**src/rtl/mdaPkg.sv**
```systemverilog
package mdaPkg;
  localparam int ByteW   = 8;
  localparam int OpBytes = 2;
  localparam int OpW     = OpBytes * ByteW;
  localparam int AddrW   = 3;

  // write offsets (B high byte is the trigger)
  localparam logic [AddrW-1:0] WrCtrl = 3'd0;
  localparam logic [AddrW-1:0] WrALo  = 3'd1;
  localparam logic [AddrW-1:0] WrAHi  = 3'd2;
  localparam logic [AddrW-1:0] WrBLo  = 3'd3;
  localparam logic [AddrW-1:0] WrBHi  = 3'd4;

  typedef enum logic [1:0] {
    OpMul = 2'd0,
    OpDiv = 2'd1,
    OpAcc = 2'd2
  } opKind_e;

  typedef struct packed {
    logic loadALo;
    logic loadAHi;
    logic loadBLo;
    logic fire;
    logic clearRes;
  } strobes_t;
endpackage

```
**src/rtl/mdaCtrl.sv**
```systemverilog
module mdaCtrl
  import mdaPkg::*;
(
  input  logic             clk,
  input  logic             rstN,
  input  logic             wrEn,
  input  logic [AddrW-1:0] wrAddr,
  input  logic [1:0]       ctrlBits,
  output strobes_t         strb,
  output opKind_e          opKind
);
  logic accMode;
  logic divMode;

  always_ff @(posedge clk or negedge rstN) begin
    if (!rstN) begin
      accMode <= 1'b0;
      divMode <= 1'b0;
    end else if (wrEn && wrAddr == WrCtrl) begin
      accMode <= ctrlBits[1];
      divMode <= ctrlBits[0];
    end
  end

  always_comb begin
    strb = '0;
    if (wrEn) begin
      unique case (wrAddr)
        WrCtrl:  strb.clearRes = ctrlBits[1];
        WrALo:   strb.loadALo  = 1'b1;
        WrAHi:   strb.loadAHi  = 1'b1;
        WrBLo:   strb.loadBLo  = 1'b1;
        WrBHi:   strb.fire     = 1'b1;
        default: strb = '0;
      endcase
    end
  end

  assign opKind = accMode ? OpAcc : (divMode ? OpDiv : OpMul);

  // at most one register action per cycle
  assert_single_action_R2: assert property (@(posedge clk) disable iff (!rstN)
    $onehot0(strb));

  // the mode only moves on a control write
  assert_mode_hold_R1: assert property (@(posedge clk) disable iff (!rstN)
    !(wrEn && wrAddr == WrCtrl) |=> $stable(opKind));
endmodule

```
**src/rtl/mdaDatapath.sv**
```systemverilog
module mdaDatapath
  import mdaPkg::*;
#(
  parameter int ResBytes = 5
)(
  input  logic             clk,
  input  logic             rstN,
  input  strobes_t         strb,
  input  opKind_e          opKind,
  input  logic [ByteW-1:0] wrData,
  input  logic [AddrW-1:0] rdAddr,
  output logic [ByteW-1:0] rdData
);
  localparam int ResW  = ResBytes * ByteW;
  localparam int ProdW = 2 * OpW;

  logic [OpW-1:0]  opA;
  logic [OpW-1:0]  opB;
  logic [ResW-1:0] result;
  logic            ovfFlag;

  // operand B as seen by the trigger write
  logic [OpW-1:0] bFull;
  assign bFull = {wrData, opB[ByteW-1:0]};

  // signed multiply
  logic signed [ProdW-1:0] prod;
  logic [ResW-1:0]         prodExt;
  assign prod    = $signed(opA) * $signed(bFull);
  assign prodExt = {{(ResW-ProdW){prod[ProdW-1]}}, prod};

  // signed-by-unsigned divide, truncating toward zero
  logic signed [OpW:0] dividend;
  logic signed [OpW:0] divisor;
  logic                divZero;
  logic [OpW-1:0]      quo;
  logic [OpW-1:0]      rem;
  logic [ResW-1:0]     divPacked;
  assign dividend  = {opA[OpW-1], opA};
  assign divZero   = (bFull == '0);
  assign divisor   = divZero ? (OpW+1)'(1) : {1'b0, bFull};
  assign quo       = OpW'(dividend / divisor);
  assign rem       = OpW'(dividend % divisor);
  assign divPacked = divZero ? '0 : {{(ResW-2*OpW){1'b0}}, rem, quo};

  // accumulate: carry out xor product sign marks leaving [0, 2^ResW)
  logic [ResW:0] accSum;
  logic          accOvf;
  assign accSum = {1'b0, result} + {1'b0, prodExt};
  assign accOvf = accSum[ResW] ^ prod[ProdW-1];

  always_ff @(posedge clk or negedge rstN) begin
    if (!rstN) begin
      opA     <= '0;
      opB     <= '0;
      result  <= '0;
      ovfFlag <= 1'b0;
    end else begin
      if (strb.loadALo)  opA[ByteW-1:0]   <= wrData;
      if (strb.loadAHi)  opA[OpW-1:ByteW] <= wrData;
      if (strb.loadBLo)  opB[ByteW-1:0]   <= wrData;
      if (strb.clearRes) result <= '0;
      if (strb.fire) begin
        unique case (opKind)
          OpMul: begin
            result <= prodExt;
            opB    <= '0;
          end
          OpDiv: begin
            result <= divPacked;
            opA    <= '0;
            opB    <= '0;
          end
          default: begin
            result  <= accSum[ResW-1:0];
            ovfFlag <= accOvf;
            opB     <= '0;
          end
        endcase
      end
    end
  end

  // byte-wide read mux, least significant byte at offset 0
  always_comb begin
    rdData = '0;
    for (int k = 0; k < ResBytes; k++)
      if (rdAddr == AddrW'(k)) rdData = result[k*ByteW +: ByteW];
    if (rdAddr == AddrW'(ResBytes)) rdData = {ovfFlag, {(ByteW-1){1'b0}}};
  end

  assert_clear_R1: assert property (@(posedge clk) disable iff (!rstN)
    strb.clearRes |=> (result == '0) && $stable(ovfFlag));

  assert_load_quiet_R2: assert property (@(posedge clk) disable iff (!rstN)
    (strb.loadALo || strb.loadAHi || strb.loadBLo) |=> $stable(result) && $stable(ovfFlag));

  assert_mul_operands_R3: assert property (@(posedge clk) disable iff (!rstN)
    (strb.fire && opKind == OpMul) |=> (opB == '0) && (opA == $past(opA)) && $stable(ovfFlag));

  assert_div_clears_R5: assert property (@(posedge clk) disable iff (!rstN)
    (strb.fire && opKind == OpDiv) |=> (opA == '0) && (opB == '0));

  assert_div_zero_R5: assert property (@(posedge clk) disable iff (!rstN)
    (strb.fire && opKind == OpDiv && wrData == '0 && opB[ByteW-1:0] == '0) |=> (result == '0));

  assert_div_upper_R4: assert property (@(posedge clk) disable iff (!rstN)
    (strb.fire && opKind == OpDiv) |=> (result[ResW-1:2*OpW] == '0));

  assert_acc_operands_R6: assert property (@(posedge clk) disable iff (!rstN)
    (strb.fire && opKind == OpAcc) |=> (opB == '0) && (opA == $past(opA)));
endmodule

```
**src/rtl/mulDivAccUnit.sv**
```systemverilog
module mulDivAccUnit
  import mdaPkg::*;
(
  input  logic       clk,
  input  logic       rstN,
  input  logic       wrEn,
  input  logic [2:0] wrAddr,
  input  logic [7:0] wrData,
  input  logic [2:0] rdAddr,
  output logic [7:0] rdData
);
  strobes_t strb;
  opKind_e  opKind;

  mdaCtrl i_ctrl (
    .clk      (clk),
    .rstN     (rstN),
    .wrEn     (wrEn),
    .wrAddr   (wrAddr),
    .ctrlBits (wrData[1:0]),
    .strb     (strb),
    .opKind   (opKind)
  );

  mdaDatapath #(.ResBytes(5)) i_datapath (
    .clk    (clk),
    .rstN   (rstN),
    .strb   (strb),
    .opKind (opKind),
    .wrData (wrData),
    .rdAddr (rdAddr),
    .rdData (rdData)
  );
endmodule

```
**config.mk**
```make
export PLATFORM = sky130hd
export DESIGN_NAME = mulDivAccUnit
export DESIGN_NICKNAME = d
export VERILOG_FILES = /design/src/rtl/mdaPkg.sv /design/src/rtl/mdaCtrl.sv /design/src/rtl/mdaDatapath.sv /design/src/rtl/mulDivAccUnit.sv
export SDC_FILE = /design/constraint.sdc
export NUM_CORES = 1
export LEC_CHECK = 0
export BUFFER_PORTS_ARGS = -buffer_cell sky130_fd_sc_hd__buf_4
export CORE_MARGIN = 3
export CORE_UTILIZATION = 68
export CTS_CLUSTER_SIZE = 28
export DETAILED_ROUTE_END_ITERATION = 12
export HOLD_SLACK_MARGIN = 0.06
export PLACE_DENSITY = 0.84
export RECOVER_POWER = 50
export SLEW_MARGIN = 25
export SYNTH_ARGS = -nofsm -noshare
export SYNTH_HDL_FRONTEND = slang
export SYNTH_SLANG_ARGS = --single-unit
```
**constraint.sdc**
```tcl
create_clock -name clk -period 35.1 [get_ports clk]
set_clock_uncertainty 0.2 [all_clocks]
set_input_delay 5.265 -clock clk [delete_from_list [all_inputs] [get_ports clk]]
set_output_delay 5.265 -clock clk [all_outputs]
set_load 0.005 [all_outputs]
```
; ---- Yosys cells after proc, flatten, opt, wreduce, memory -nomap -nowiden
; Index checks and enable logic that the tools add are counted.
[classes]
add_sub_neg = 1
n_mul = 1
div_mod_pow = 2
n_lt_le_gt_ge = 0
n_eq_ne = 10
n_shift = 0
muxes = 25
bitwise_logic = 2
n_reduce_logical = 9
[op_table]
columns = cell, count
row1 = $mux W40, 2
row2 = $mux W8, 10
row3 = $pmux W40 S2, 1
row4 = $mux W16, 3
row5 = $add A40 B40 Y41, 1
row6 = $mul A16 B16 Y32, 1
row7 = $mux W32, 1
row8 = $div A17 B17 Y17, 1
row9 = $mod A17 B17 Y17, 1
row10 = $logic_not A16 Y1, 1
row11 = $eq A3 B2 Y1 const B, 4
row12 = $eq A3 B3 Y1 const B, 3
row13 = $eq A3 B1 Y1 const B, 2
row14 = $logic_not A3 Y1, 2
row15 = $mux W1, 6
row16 = $mux W5, 1
row17 = $reduce_bool A2 Y1, 2
row18 = $eq A2 B1 Y1 const B, 1
row19 = $logic_not A2 Y1, 1
row20 = $mux W2, 1
row21 = $reduce_and A2 Y1, 1
row22 = $reduce_or A2 Y1, 1
row23 = $logic_and A1 B1 Y1, 1
row24 = $not A1 Y1, 1
row25 = $xor A1 B1 Y1, 1
[word_totals]
ff_bits = 67
latch_bits = 0
ramBits = 0
rom_bits = 0
out_inout_bits = 8
memories = 0

; ---- Logic depth before layout (Yosys ltp)
[depth]
ltp_word = 7
ltp_mapped = 158
ltp_nobuf = 143

; ---- By module
; From an unflattened synthesis, not the netlist that was laid out.
[hier_totals]
cells_unflattened = 3151
area_unflattened_um2 = 25020.2
[modules_own_cells]
columns = module, n_inst, cells_per_inst, area_each_um2
row1 = mdaDatapath, 1, 3138, 24862.6
row2 = mdaCtrl, 1, 13, 157.7

; ---- Worst setup path after synthesis
; Ideal clock, no wire load.
[synth_path]
kind = input -> register
start = input port wrData[5]
end = register i_datapath.result[22]
setup_time_ns = 0.126
t_arrival_ns = 36.251
required_time_ns = 34.774
path_slack_ns = -1.477
path_stages = 144
n_path_buf = 22
path_cell_list = clkbuf_1 -> nor4_1 -> and4_1 -> nand3_1 -> or3_1 -> clkbuf_1 -> nand2b_1 -> inv_1 -> ha_1 -> o21a_1 -> nor2_1 -> o31ai_1 -> ha_1 -> o211ai_1 -> nand2_1 -> and3_1 -> clkbuf_1 -> mux2_2 -> [... 108 more ...] -> a2111oi_0 -> and3_1 -> o211ai_1 -> nand3_1 -> o311ai_0 -> a311o_1 -> o21a_4 -> nand2_1 -> buf_2 -> buf_2 -> nor2_1 -> a21oi_1 -> ha_1 -> o21ai_1 -> o21ai_0 -> xnor2_1 -> o21ai_0 -> a221o_1
[synth_between]
elab_chain_cells = 6
[synth_lines]
columns = item, line
row1 = from (decl), mulDivAccUnit.sv:8  ; input logic [7:0] wrData,
row2 = $logic_not A16 Y1, mdaDatapath.sv:40  ; assign divZero = (bFull == '0);
row3 = $mux W16, mdaDatapath.sv:41  ; assign divisor = divZero ? (OpW+1)'(1) : {1'b0, bFull};
row4 = $mod A17 B17 Y17, mdaDatapath.sv:43  ; assign rem = OpW'(dividend % divisor);
row5 = $mux W32, mdaDatapath.sv:44  ; assign divPacked = divZero ? '0 : {{(ResW-2*OpW){1'b0}}, rem, quo};
row6 = $pmux W40 S2 *, mdaDatapath.sv:64  ; unique case (opKind)
row7 = $mux W40 *, mdaDatapath.sv:63  ; if (strb.fire) begin
row8 = to (signal assigned), mdaDatapath.sv:66  ; result <= prodExt;
row9 = to (signal assigned), mdaDatapath.sv:70  ; result <= divPacked;
row10 = to (signal assigned), mdaDatapath.sv:75  ; result <= accSum[ResW-1:0];
row11 = to (decl), mdaDatapath.sv:19  ; logic [ResW-1:0] result;
; Mark *: on every way between the ends. The rest lies on a longest branch, timed or not.
; A chain may end at the register's enable or synchronous reset.

; ---- Worst setup path after layout
[layout_path]
start = input port wrData[1]
end = register i_datapath.result[17]
[layout_between]
elab_chain_cells = 6
[layout_lines]
columns = item, line
row1 = $logic_not A16 Y1, mdaDatapath.sv:40
row2 = $mux W16, mdaDatapath.sv:41
row3 = $mod A17 B17 Y17, mdaDatapath.sv:43
row4 = $mux W32, mdaDatapath.sv:44
row5 = $pmux W40 S2, mdaDatapath.sv:64
row6 = $mux W40, mdaDatapath.sv:63
; Several ways; a longest one is shown, not always the timed one.

==> impl_metrics.json <==
{
  "wl_per_cell_microns": 23.3,
  "cp-endpoint": "i_datapath.result[17]",
  "finalWirelength_microns": 85000,
  "nFillCells": 2489,
  "grt_pass1_wl_microns": 132000,
  "syn_inst": 3104,
  "ys_top_cells_by_area": "fa_1, ha_1, dfrtp_1",
  "grt_usage": 0.431,
  "cts_buffers": 9,
  "crit_slowest_cell": "or4_1",
  "ys.flop_type": "dfrtp_1",
  "yosys.area.top_type": "fa_1",
  "core_sq_um": 35000,
  "place_congestion": 1.08,
  "ys_ff_latch": 67,
  "endpoint_kind": "flop",
  "fmax_ghz": 0.0294,
  "drtPass1Iterations": 8,
  "ioPinCount": 25,
  "ff2ff_setup_slack_ns": 5.23,
  "synth_edf_count": 0,
  "clk_pin_slew_ns": 0.07,
  "port_buffers": 24,
  "maxSlewHeadroom": -1.60,
  "yosysMostFrequentCell": "nand2_1",
  "clockBufferDepth": 2,
  "die_w_microns": 196,
  "drt_iter0_markers": 3043,
  "start_util": 0.699,
  "cts_sinks": 67,
  "path_class": "in -> reg",
  "r2r_end": "i_datapath.result[17]",
  "drc_errors": 0,
  "min_period_over_period": 0.970,
  "nNetsFinal": 3736,
  "cts_tree": "built",
  "synth_common_cells": "nand2_1, inv_1, ha_1",
  "dieArea_sq_um": 38200,
  "placed_cells": 3580,
  "yosysTopAreaCellShare": 0.216,
  "ff_latch_area_sq_um": 1680,
  "syn2layout_area_growth_pct": 11.6,
  "rows": 68,
  "hp-class": "reg -> reg",
  "die_h_microns": 196,
  "seq_area_frac_synth": 0.0686,
  "synth_nets": 3663,
  "crit_fanout": 10,
  "setup_viol": 0,
  "reg2reg_from": "i_datapath.opA[6]",
  "cp-start-kind": "primary input",
  "cpPeakStageDelay_ns": 0.53,
  "worstPathRequired_ns": 35.14,
  "vias": 24800,
  "final_cells": 3639,
  "clock_latency_ns": 0.35,
  "period_minus_slack_ns": 34.04,
  "synth_cell_types": 92,
  "avgViaCountPerCell": 6.82,
  "antenna_found_initial": 2,
  "cts.htree.levels": 3,
  "slew_violations": 68,
  "violations": "max-capacitance violations, max-slew violations",
  "synth_warnings": 0,
  "hold_depth": 2,
  "cap_violations": 1,
  "rsz0062_at_grt": "yes",
  "async_reset_ff_frac": 1.00,
  "multiInputGateArea_sq_um": 21900,
  "r2r_cells": 129,
  "dp_hpwl_microns": 65400,
  "grt_max_degree": 68,
  "final_hold_viol_count": 0,
  "drtAntennaViolNets": 0,
  "worstPathArrival_ns": 34.08,
  "avgSynthCellArea_sq_um": 7.87,
  "syn_area_sq_um": 24400,
  "grt-ovfl-total": 0,
  "crit_top_cell": "ha_1",
  "first_global_vias": 24400,
  "startpoint": "wrData[1]",
  "tightest_slew_ns": 3.90,
  "drive_above_1_share": 0.125,
  "cts_root_buffer": "clkbuf_16",
  "outcome": "finished, violations left"
}
## per-layer routing
| layer | GRT usage | up-vias | routed length [microns] |
|---|---|---|---|
| li1 | - | 10900 | - |
| met1 | 0.548 | 11800 | 30900 |
| met2 | 0.675 | 1695 | 37500 |
| met3 | 0.0740 | 465 | 9280 |
| met4 | 0.289 | 2 | 7200 |
| met5 | 0 | - | 12 |
## registers in the layout (all words and copies together) (netlist names)
name                flops
i_ctrl.accMode          1
i_ctrl.divMode          1
i_datapath.opA         16
i_datapath.opB          8
i_datapath.ovfFlag      1
i_datapath.result      40
## timing repair
action | CTS | global route
buffers inserted | 4 | 35
hold buffers | 0 | 0
pin swaps | 2 | 43
gates resized for setup | 21 | 175
endpoints found under the hold margin | 0 | 0
cloned | 0 | 2
endpoints found under the setup margin | 29 | 32
## per-stage QoR
step | setup TNS (ns) | utilization | hold WS [ns] | setup slack [ns] | instance area, sq um
5_1_grt | -8.35 | 0.780 | 0.351 | -0.489 | 27300
4_1_cts | 0 | 0.747 | 0.293 | 0.0103 | 26100
2_1_floorplan | 0 | - | 0.244 | 0.0309 | 24500
3_3_place_gp | -5.84 | 0.734 | 0.263 | -0.419 | 25700
3_5_place_dp | -22.57 | 0.734 | 0.278 | -1.10 | 25700
6_report | 0 | 0.780 | 0.289 | 1.06 | 27300
## worst min path at each step
stage	start	end	slack, ns
2_1_floorplan	i_datapath.ovfFlag	i_datapath.ovfFlag	0.24
3_3_place_gp	i_datapath.ovfFlag	i_datapath.ovfFlag	0.26
3_5_place_dp	i_datapath.ovfFlag	i_datapath.ovfFlag	0.28
4_1_cts	i_datapath.ovfFlag	i_datapath.ovfFlag	0.29
5_1_grt	i_datapath.result[4]	i_datapath.result[4]	0.35
6_report	i_datapath.ovfFlag	i_datapath.ovfFlag	0.29
## cell usage in the layout (no fill, tap or decap), types with 12 or more instances in the layout
cell type	n
mux2i_1	24
a21oi_1	189
and3_1	14
or3_1	24
xnor2_1	116
mux2_2	17
o211ai_1	24
ha_1	266
a31oi_1	21
a211oi_1	13
and2_1	72
nor4_1	16
xor2_1	85
buf_4	178
a21oi_2	22
nand3_1	55
a21o_1	68
nand4_1	13
a22o_1	21
o21ai_1	16
dfrtp_1	66
a211o_1	12
nor3_1	57
nand2b_1	38
fa_1	264
o31ai_1	19
inv_1	343
nand2_1	398
o21ai_0	116
nor2_1	204
o21a_1	46
nor2b_1	25
## worst max-delay path: cells and delay by family
family	cells	cell delay, ns
AO/OA/AOI/OAI	61	13.62
XOR/XNOR	2	0.37
AND/OR/NAND/NOR	42	7.64
adder cells (fa/ha/maj)	17	5.09
multiplexers	1	0.39
buffers and inverters	11	1.68
## cell type report
class,instances,area share
Clock inverter,5,0.00312
Antenna cell,2,0.000184
Timing Repair inverter,1,0.000275
Multi-Input combinational cell,2565,0.805
Inverter,347,0.0479
Tap cell,455,0.0209
Sequential cell,67,0.0615
Clock buffer,11,0.00890
Timing Repair Buffer,186,0.0524
## kinds of logic (layout without fill, tap and decap cells)
kind of cell | count (synthesis) | count (layout) | share of synthesized area
muxes | 49 | 49 | 0.0240
AOI/OAI and AO/OA | 769 | 770 | 0.212
xor gates and xnor gates | 202 | 202 | 0.0724
DFF | 67 | 67 | 0.0686
buffers and inverters | 473 | 550 | 0.0729
other | 1 | 3 | 0.000153
adders and majority gates | 542 | 542 | 0.359
and+or+nand+nor | 1001 | 1001 | 0.191
Power is not shown: default switching activity piles up to over one toggle a cycle in this logic, so the estimate is an artifact.
